===== config.mk =====
export PLATFORM = sky130hd
export DESIGN_NAME = twi_mem_slave
export DESIGN_NICKNAME = d
export VERILOG_FILES = /design/src/rtl/twi_pkg.sv /design/src/rtl/twi_glitch_filter.sv /design/src/rtl/twi_bus_cond.sv /design/src/rtl/twi_mem_slave.sv
export SDC_FILE = /design/constraint.sdc
export NUM_CORES = 1
export LEC_CHECK = 0
export BUFFER_PORTS_ARGS = -buffer_cell sky130_fd_sc_hd__buf_2
export CORE_ASPECT_RATIO = 1.1
export CORE_MARGIN = 2
export CORE_UTILIZATION = 40
export CTS_CLUSTER_DIAMETER = 30
export CTS_CLUSTER_SIZE = 10
export DETAILED_ROUTE_END_ITERATION = 12
export PLACE_DENSITY_LB_ADDON = 0.3
export SYNTH_ARGS = -nofsm -noshare
export SYNTH_HDL_FRONTEND = slang
export SYNTH_HIERARCHICAL = 1
export SYNTH_SLANG_ARGS = --single-unit

===== constraint.sdc =====
create_clock -name clk -period 3.06 [get_ports clk]
set_input_delay 0.612 -clock clk [delete_from_list [all_inputs] [get_ports clk]]
set_output_delay 0.612 -clock clk [all_outputs]
set_load 0.05 [all_outputs]

===== src/rtl/twi_pkg.sv =====
package twi_pkg;
    localparam int BYTE_W = 8;
    localparam int ADDR_W = 2 * BYTE_W + 1;
    localparam logic [3:0] DEV_TAG = 4'b1010;

    typedef enum logic [2:0] {
        ST_IDLE,
        ST_RX,
        ST_ACK,
        ST_TX,
        ST_MACK
    } st_e;

    typedef enum logic [1:0] {
        PH_DEV,
        PH_AHI,
        PH_ALO,
        PH_DAT
    } ph_e;

    typedef struct packed {
        st_e               st;
        ph_e               ph;
        logic [BYTE_W-1:0] sh;
        logic [3:0]        bits;
        logic              oe;
        logic              ack_on;
        logic              mack;
        logic              page;
        logic              rw;
        logic [BYTE_W-1:0] ahi;
        logic [BYTE_W-1:0] alo;
        logic [BYTE_W-1:0] byte_out;
        logic              sel_stb;
        logic              ahi_stb;
        logic              alo_stb;
        logic              wd_stb;
        logic              rd_req;
        logic              stop_stb;
    } regs_t;
endpackage


===== src/rtl/twi_glitch_filter.sv =====
module twi_glitch_filter #(
    parameter int GLITCH_CYC = 2
) (
    input  logic clk,
    input  logic rst_n,
    input  logic din,
    output logic dout
);
    localparam int CW = $clog2(GLITCH_CYC + 1);

    logic [1:0]    sync_d, sync_q;
    logic [2:0]    hist_d, hist_q;
    logic [CW-1:0] cnt_d, cnt_q;
    logic          out_d, out_q;
    logic          maj;

    assign maj = (hist_q[0] & hist_q[1]) | (hist_q[1] & hist_q[2]) | (hist_q[0] & hist_q[2]);

    always_comb begin
        sync_d = {sync_q[0], din};
        hist_d = {hist_q[1:0], sync_q[1]};
        cnt_d  = '0;
        out_d  = out_q;
        if (maj != out_q) begin
            if (cnt_q == CW'(GLITCH_CYC - 1)) begin
                out_d = maj;
            end else begin
                cnt_d = cnt_q + CW'(1);
            end
        end
    end

    always_ff @(posedge clk or negedge rst_n) begin
        if (!rst_n) begin
            sync_q <= '1;
            hist_q <= '1;
            cnt_q  <= '0;
            out_q  <= 1'b1;
        end else begin
            sync_q <= sync_d;
            hist_q <= hist_d;
            cnt_q  <= cnt_d;
            out_q  <= out_d;
        end
    end

    assign dout = out_q;

    AST_FILT_NEEDS_MAJORITY: assert property (@(posedge clk) disable iff (!rst_n)
        !$stable(out_q) |-> $past(maj != out_q));
endmodule


===== src/rtl/twi_bus_cond.sv =====
module twi_bus_cond (
    input  logic clk,
    input  logic rst_n,
    input  logic scl,
    input  logic sda,
    output logic scl_rise,
    output logic scl_fall,
    output logic start,
    output logic stop
);
    logic scl_q, sda_q;

    always_ff @(posedge clk or negedge rst_n) begin
        if (!rst_n) begin
            scl_q <= 1'b1;
            sda_q <= 1'b1;
        end else begin
            scl_q <= scl;
            sda_q <= sda;
        end
    end

    assign scl_rise = !scl_q && scl;
    assign scl_fall = scl_q && !scl;
    assign start    = scl_q && scl && sda_q && !sda;
    assign stop     = scl_q && scl && !sda_q && sda;

    AST_COND_EXCLUSIVE: assert property (@(posedge clk) disable iff (!rst_n)
        $onehot0({scl_rise, scl_fall, start, stop}));
endmodule


===== src/rtl/twi_mem_slave.sv =====
module twi_mem_slave
    import twi_pkg::*;
#(
    parameter int GLITCH_CYC = 2
) (
    input  logic              clk,
    input  logic              rst_n,
    input  logic              scl_i,
    input  logic              sda_i,
    output logic              sda_oe_o,
    input  logic [1:0]        sel_strap_i,
    input  logic              busy_i,
    input  logic [BYTE_W-1:0] rd_data_i,
    output logic              sel_stb_o,
    output logic              rw_o,
    output logic              ahi_stb_o,
    output logic              alo_stb_o,
    output logic              wd_stb_o,
    output logic [BYTE_W-1:0] byte_o,
    output logic [ADDR_W-1:0] word_addr_o,
    output logic              rd_req_o,
    output logic              stop_stb_o
);
    localparam int NLINE = 2;
    localparam logic [3:0] LAST_BIT = 4'(BYTE_W - 1);

    logic [NLINE-1:0] raw_w, flt_w;
    logic scl_f, sda_f;
    logic scl_rise, scl_fall, start, stop;
    regs_t d, q;
    logic [BYTE_W-1:0] nb;

    assign raw_w = {scl_i, sda_i};

    for (genvar gi = 0; gi < NLINE; gi++) begin : g_line
        twi_glitch_filter #(.GLITCH_CYC(GLITCH_CYC)) u_flt (
            .clk  (clk),
            .rst_n(rst_n),
            .din  (raw_w[gi]),
            .dout (flt_w[gi])
        );
    end

    assign scl_f = flt_w[1];
    assign sda_f = flt_w[0];

    twi_bus_cond u_cond (
        .clk     (clk),
        .rst_n   (rst_n),
        .scl     (scl_f),
        .sda     (sda_f),
        .scl_rise(scl_rise),
        .scl_fall(scl_fall),
        .start   (start),
        .stop    (stop)
    );

    assign nb = {q.sh[BYTE_W-2:0], sda_f};

    always_comb begin
        d          = q;
        d.sel_stb  = 1'b0;
        d.ahi_stb  = 1'b0;
        d.alo_stb  = 1'b0;
        d.wd_stb   = 1'b0;
        d.rd_req   = 1'b0;
        d.stop_stb = 1'b0;
        if (stop) begin
            d.st       = ST_IDLE;
            d.oe       = 1'b0;
            d.ack_on   = 1'b0;
            d.stop_stb = 1'b1;
        end else if (start) begin
            d.st     = ST_RX;
            d.ph     = PH_DEV;
            d.bits   = '0;
            d.oe     = 1'b0;
            d.ack_on = 1'b0;
        end else begin
            unique case (q.st)
                ST_RX: if (scl_rise) begin
                    d.sh   = nb;
                    d.bits = q.bits + 4'd1;
                    if (q.bits == LAST_BIT) begin
                        d.st       = ST_ACK;
                        d.byte_out = nb;
                        unique case (q.ph)
                            PH_DEV: begin
                                if (nb[7:4] == DEV_TAG && nb[3:2] == sel_strap_i && !busy_i) begin
                                    d.page    = nb[1];
                                    d.rw      = nb[0];
                                    d.sel_stb = 1'b1;
                                end else begin
                                    d.st = ST_IDLE;
                                end
                            end
                            PH_AHI: begin
                                d.ahi     = nb;
                                d.ahi_stb = 1'b1;
                            end
                            PH_ALO: begin
                                d.alo     = nb;
                                d.alo_stb = 1'b1;
                            end
                            default: d.wd_stb = 1'b1;
                        endcase
                    end
                end
                ST_ACK: if (scl_fall) begin
                    if (!q.ack_on) begin
                        d.ack_on = 1'b1;
                        d.oe     = 1'b1;
                    end else begin
                        d.ack_on = 1'b0;
                        d.bits   = '0;
                        if (q.ph == PH_DEV && q.rw) begin
                            d.st     = ST_TX;
                            d.sh     = rd_data_i;
                            d.rd_req = 1'b1;
                            d.oe     = !rd_data_i[BYTE_W-1];
                        end else begin
                            d.st = ST_RX;
                            d.oe = 1'b0;
                            unique case (q.ph)
                                PH_DEV:  d.ph = PH_AHI;
                                PH_AHI:  d.ph = PH_ALO;
                                default: d.ph = PH_DAT;
                            endcase
                        end
                    end
                end
                ST_TX: if (scl_fall) begin
                    if (q.bits == LAST_BIT) begin
                        d.st   = ST_MACK;
                        d.oe   = 1'b0;
                        d.mack = 1'b0;
                    end else begin
                        d.sh   = {q.sh[BYTE_W-2:0], 1'b0};
                        d.bits = q.bits + 4'd1;
                        d.oe   = !q.sh[BYTE_W-2];
                    end
                end
                ST_MACK: begin
                    if (scl_rise) begin
                        if (sda_f) d.st = ST_IDLE;
                        else       d.mack = 1'b1;
                    end else if (scl_fall && q.mack) begin
                        d.st     = ST_TX;
                        d.bits   = '0;
                        d.sh     = rd_data_i;
                        d.rd_req = 1'b1;
                        d.oe     = !rd_data_i[BYTE_W-1];
                    end
                end
                default: d.oe = 1'b0;
            endcase
        end
    end

    always_ff @(posedge clk or negedge rst_n) begin
        if (!rst_n) begin
            q    <= '0;
            q.st <= ST_IDLE;
            q.ph <= PH_DEV;
        end else begin
            q <= d;
        end
    end

    assign sda_oe_o    = q.oe;
    assign sel_stb_o   = q.sel_stb;
    assign rw_o        = q.rw;
    assign ahi_stb_o   = q.ahi_stb;
    assign alo_stb_o   = q.alo_stb;
    assign wd_stb_o    = q.wd_stb;
    assign byte_o      = q.byte_out;
    assign word_addr_o = {q.page, q.ahi, q.alo};
    assign rd_req_o    = q.rd_req;
    assign stop_stb_o  = q.stop_stb;

    AST_DRIVE_AFTER_FALL: assert property (@(posedge clk) disable iff (!rst_n)
        !$stable(sda_oe_o) |-> $past(scl_fall || start || stop));
    AST_STOP_TO_IDLE: assert property (@(posedge clk) disable iff (!rst_n)
        stop |=> (q.st == ST_IDLE && !sda_oe_o));
    AST_START_RESTARTS: assert property (@(posedge clk) disable iff (!rst_n)
        start |=> (q.st == ST_RX && q.ph == PH_DEV && q.bits == 4'd0));
    AST_STROBES_EXCLUSIVE: assert property (@(posedge clk) disable iff (!rst_n)
        $onehot0({sel_stb_o, ahi_stb_o, alo_stb_o, wd_stb_o, rd_req_o}));
    AST_BUSY_NO_SELECT: assert property (@(posedge clk) disable iff (!rst_n)
        sel_stb_o |-> !$past(busy_i));
endmodule


==> metrics <==
first-pass GRT wire length=11600 um; die area=9180 um^2; simple-gate share of the synthesized area=14.6%; number of synthesized register bits=69; Hold/Removal Path Class=register to register; proportion of layout cells with a drive suffix above 1=44.1%; Post-CTS Resized=0; largest net degree at the start of global routing=70; Clock Skew=0.00981 ns; YS warnings=6; top-count cell post-synth=dfrtp_1; status=completed; Avg Vias per Cell=5.22; fmax=410 MHz; # hold bufs at CTS=0; Worst-path clk slew=0.07 ns; Setup CP Type=register to register; mux cell area share after synthesis=15.4%; most frequent cells after synthesis=55 x dfrtp_1, 39 x mux2_2, 27 x buf_4, 15 x nor2_1, 14 x dfstp_2; Post-synth EDFFs=0; RSZ-0062 raised after global routing=false; Post-CTS Setup Bufs=0; combinational share of power=31.1%; Post-synth ARST share=100%; clock root buffer=clkbuf_8; worst IR drop on VDD=502 uV; area post-placement=3530 um^2; min-delay src=g_line[0].u_flt/sync_q[0]; Clk Latency, worst-skew pair=0.34 ns; Static Leak=1.79 nW; P&R area growth vs syn=12.2%; CTS tree=done; core area=8280 um^2; Setup violations, final=0; Design Power=0.00337 W; crit-path cells=and4b_1 > nor2_4 > nand4_2 > nor3b_1 > buf_4 > mux2_2; gr ovfl total=0; wire per inst=16.0 um; Crit-path slowest cell=dfstp_2; Initial DRT Pass Iterations=4; routability cong.=0.909; WL final=6770 um; Post-DRT Antenna Nets=0; Final Non-Filler Cells=424; CTS Buf Count=9; arrival time worst endpoint=2.66 ns; DRT iter0 DRCs=144; Slew headroom=41.7%; post-synth top area share=40.8%; startpoint class of the critical path=register; Cell variety after synth=54; post-synthesis sequential area ratio=51.7%; Final Core Density=45.7%; Synth area leaders=dfrtp_1 41%, mux2_2 13%, dfstp_2 11%, buf_4 6.0%, mux2_4 1.8%; Synth Area in Compound Gates=7.64%; Sw Pwr=0.00118 W; adder-cell share of the synthesized area=1.04%; # DRC=0; switching share of power=35.2%; crit end category=register; CP required=3.28 ns; Die Y=100 um; fin crit period=2.44 ns; Initial Util=40.8%; Max-Cap Viols=0; max-slew violations=0; Vias=2213; vias in the first global route=2259; PD cells=889 nW/um^2; Slew @ Worst Pin=0.875 ns; Top FF cell, synth=dfrtp_1; Final #Nets=324; clock sink count=69; Synth Cell Area=3370 um^2; width of the die=91.6 um; sequential share of power=41.3%; setup_tns=0 ns; GRT Util Overall=16.0%; net count after synthesis=296; power share of the clock group=27.6%; hold path depth=0; Port Buf Inserts=47; Mapped Cells=280; dpl cells=408; n_diodes=0; crit-path max FO=15; main combinational cell family by area after synthesis=multiplexers; FP Rows=35; initial antenna violation count=0; Internal=0.00218 W; xor/xnor share of the synthesized area=1.04%; part of the cycle the worst path needs=79.8%; Fin. Hold Viols=0; crit path launch=g_line[0].u_flt/dout; r2r startpoint=g_line[0].u_flt/dout; critical path's largest stage delay=0.67 ns; cell area after layout=3780 um^2; Ports=48; r2r worst-path depth=6; HPWL Detailed=4660 um; Syn Area/Cell=12.0 um^2; CTS H-Tree Depth=3; Max Root-Sink Buffers=2; area leader, netlist=dfrtp_1
==> power groups by stage <==
stage                     combinational [W]  clock, W  sequential [W]
after CTS                           0.00104  0.000954         0.00139
after global placement              0.00103         0         0.00140
after global routing                0.00115  0.000991         0.00144
final                               0.00105  0.000929         0.00139
after detailed placement            0.00104         0         0.00141
after floorplan                    0.000899         0         0.00131
==> per-layer routing <==
metal	share of wire (%)	routed length, um	vias to the layer above	track usage, %
met5	0	0	-	0
met4	1.6	105	0	6.29
met3	5.0	340	8	3.30
met2	48	3240	69	24.2
met1	46	3080	1104	22.8
li1	-	-	1032	-
==> flip-flops by register name (all words and copies together), names as in the netlist, 2 cells and up <==
signal,cells
g_line.u_flt/hist_q,6
word_addr_o,17
g_line.u_flt/sync_q,4
nb,7
g_line.u_flt/cnt_q,4
q,11
g_line.u_flt/dout,2
byte_o,8
==> critical path: cells and delay by family, from the launching register on <==
| kind | cells | cell delay [ns] |
|---|---|---|
| buf+inv | 1 | 0.22 |
| flops | 1 | 0.67 |
| mux | 1 | 0.35 |
| simple gates | 4 | 1.08 |
==> cell usage in the layout (no fill, tap or decap), types with 5 or more instances in the layout <==
cell      Yosys  routed
dfstp_2      14      14
nand3b_1      7       7
nand3_1       5       5
buf_2         6      47
a31oi_1       5       5
o21ai_0       8       8
nand2_1       9       9
nor2_1       15      15
nor2b_1       9       9
buf_4        27       6
a21oi_1       6       6
inv_1         6       6
clkbuf_8      0      11
mux2_2       39      39
dfrtp_1      55      55
==> cell families after synthesis <==
group	count (synthesis)
multiplexers	45
XOR/XNOR	4
flip-flops	69
adder cells (fa/ha/maj)	3
AND/OR/NAND/NOR	78
AO/OA/AOI/OAI	39
buffers and inverters	42
==> area by class of cell <==
type | instances | area (um^2)
Fill cell | 745 | 4490
Inverter | 6 | 22.5
Tap cell | 111 | 139
Clock buffer | 11 | 151
Timing Repair Buffer | 53 | 280
Sequential cell | 69 | 1740
Multi-Input combinational cell | 169 | 1340
Clock inverter | 5 | 106
==> path summary, 6_finish.rpt <==
| path | to | slack [ns] |
|---|---|---|
| worst max register to register | word_addr_o[7] | 0.62 |
| worst min-delay path | g_line[0].u_flt/sync_q[1] | 0.36 |
| max in group asynchronous | word_addr_o[16] | 2.01 |
| worst max-delay path | word_addr_o[7] | 0.62 |
| worst min register to register | g_line[0].u_flt/sync_q[1] | 0.36 |
| min in group asynchronous | byte_o[4] | 0.46 |
==> metrics by stage <==
stage / hold WS [ns] / setup WS, ns
after detailed placement: 0.347 / 0.604
after global routing: 0.351 / 0.362
after global placement: 0.345 / 0.681
final: 0.357 / 0.619
after CTS: 0.354 / 0.600
after floorplan: 0.316 / 0.988
No activity file was read; power rests on OpenSTA's default activity.
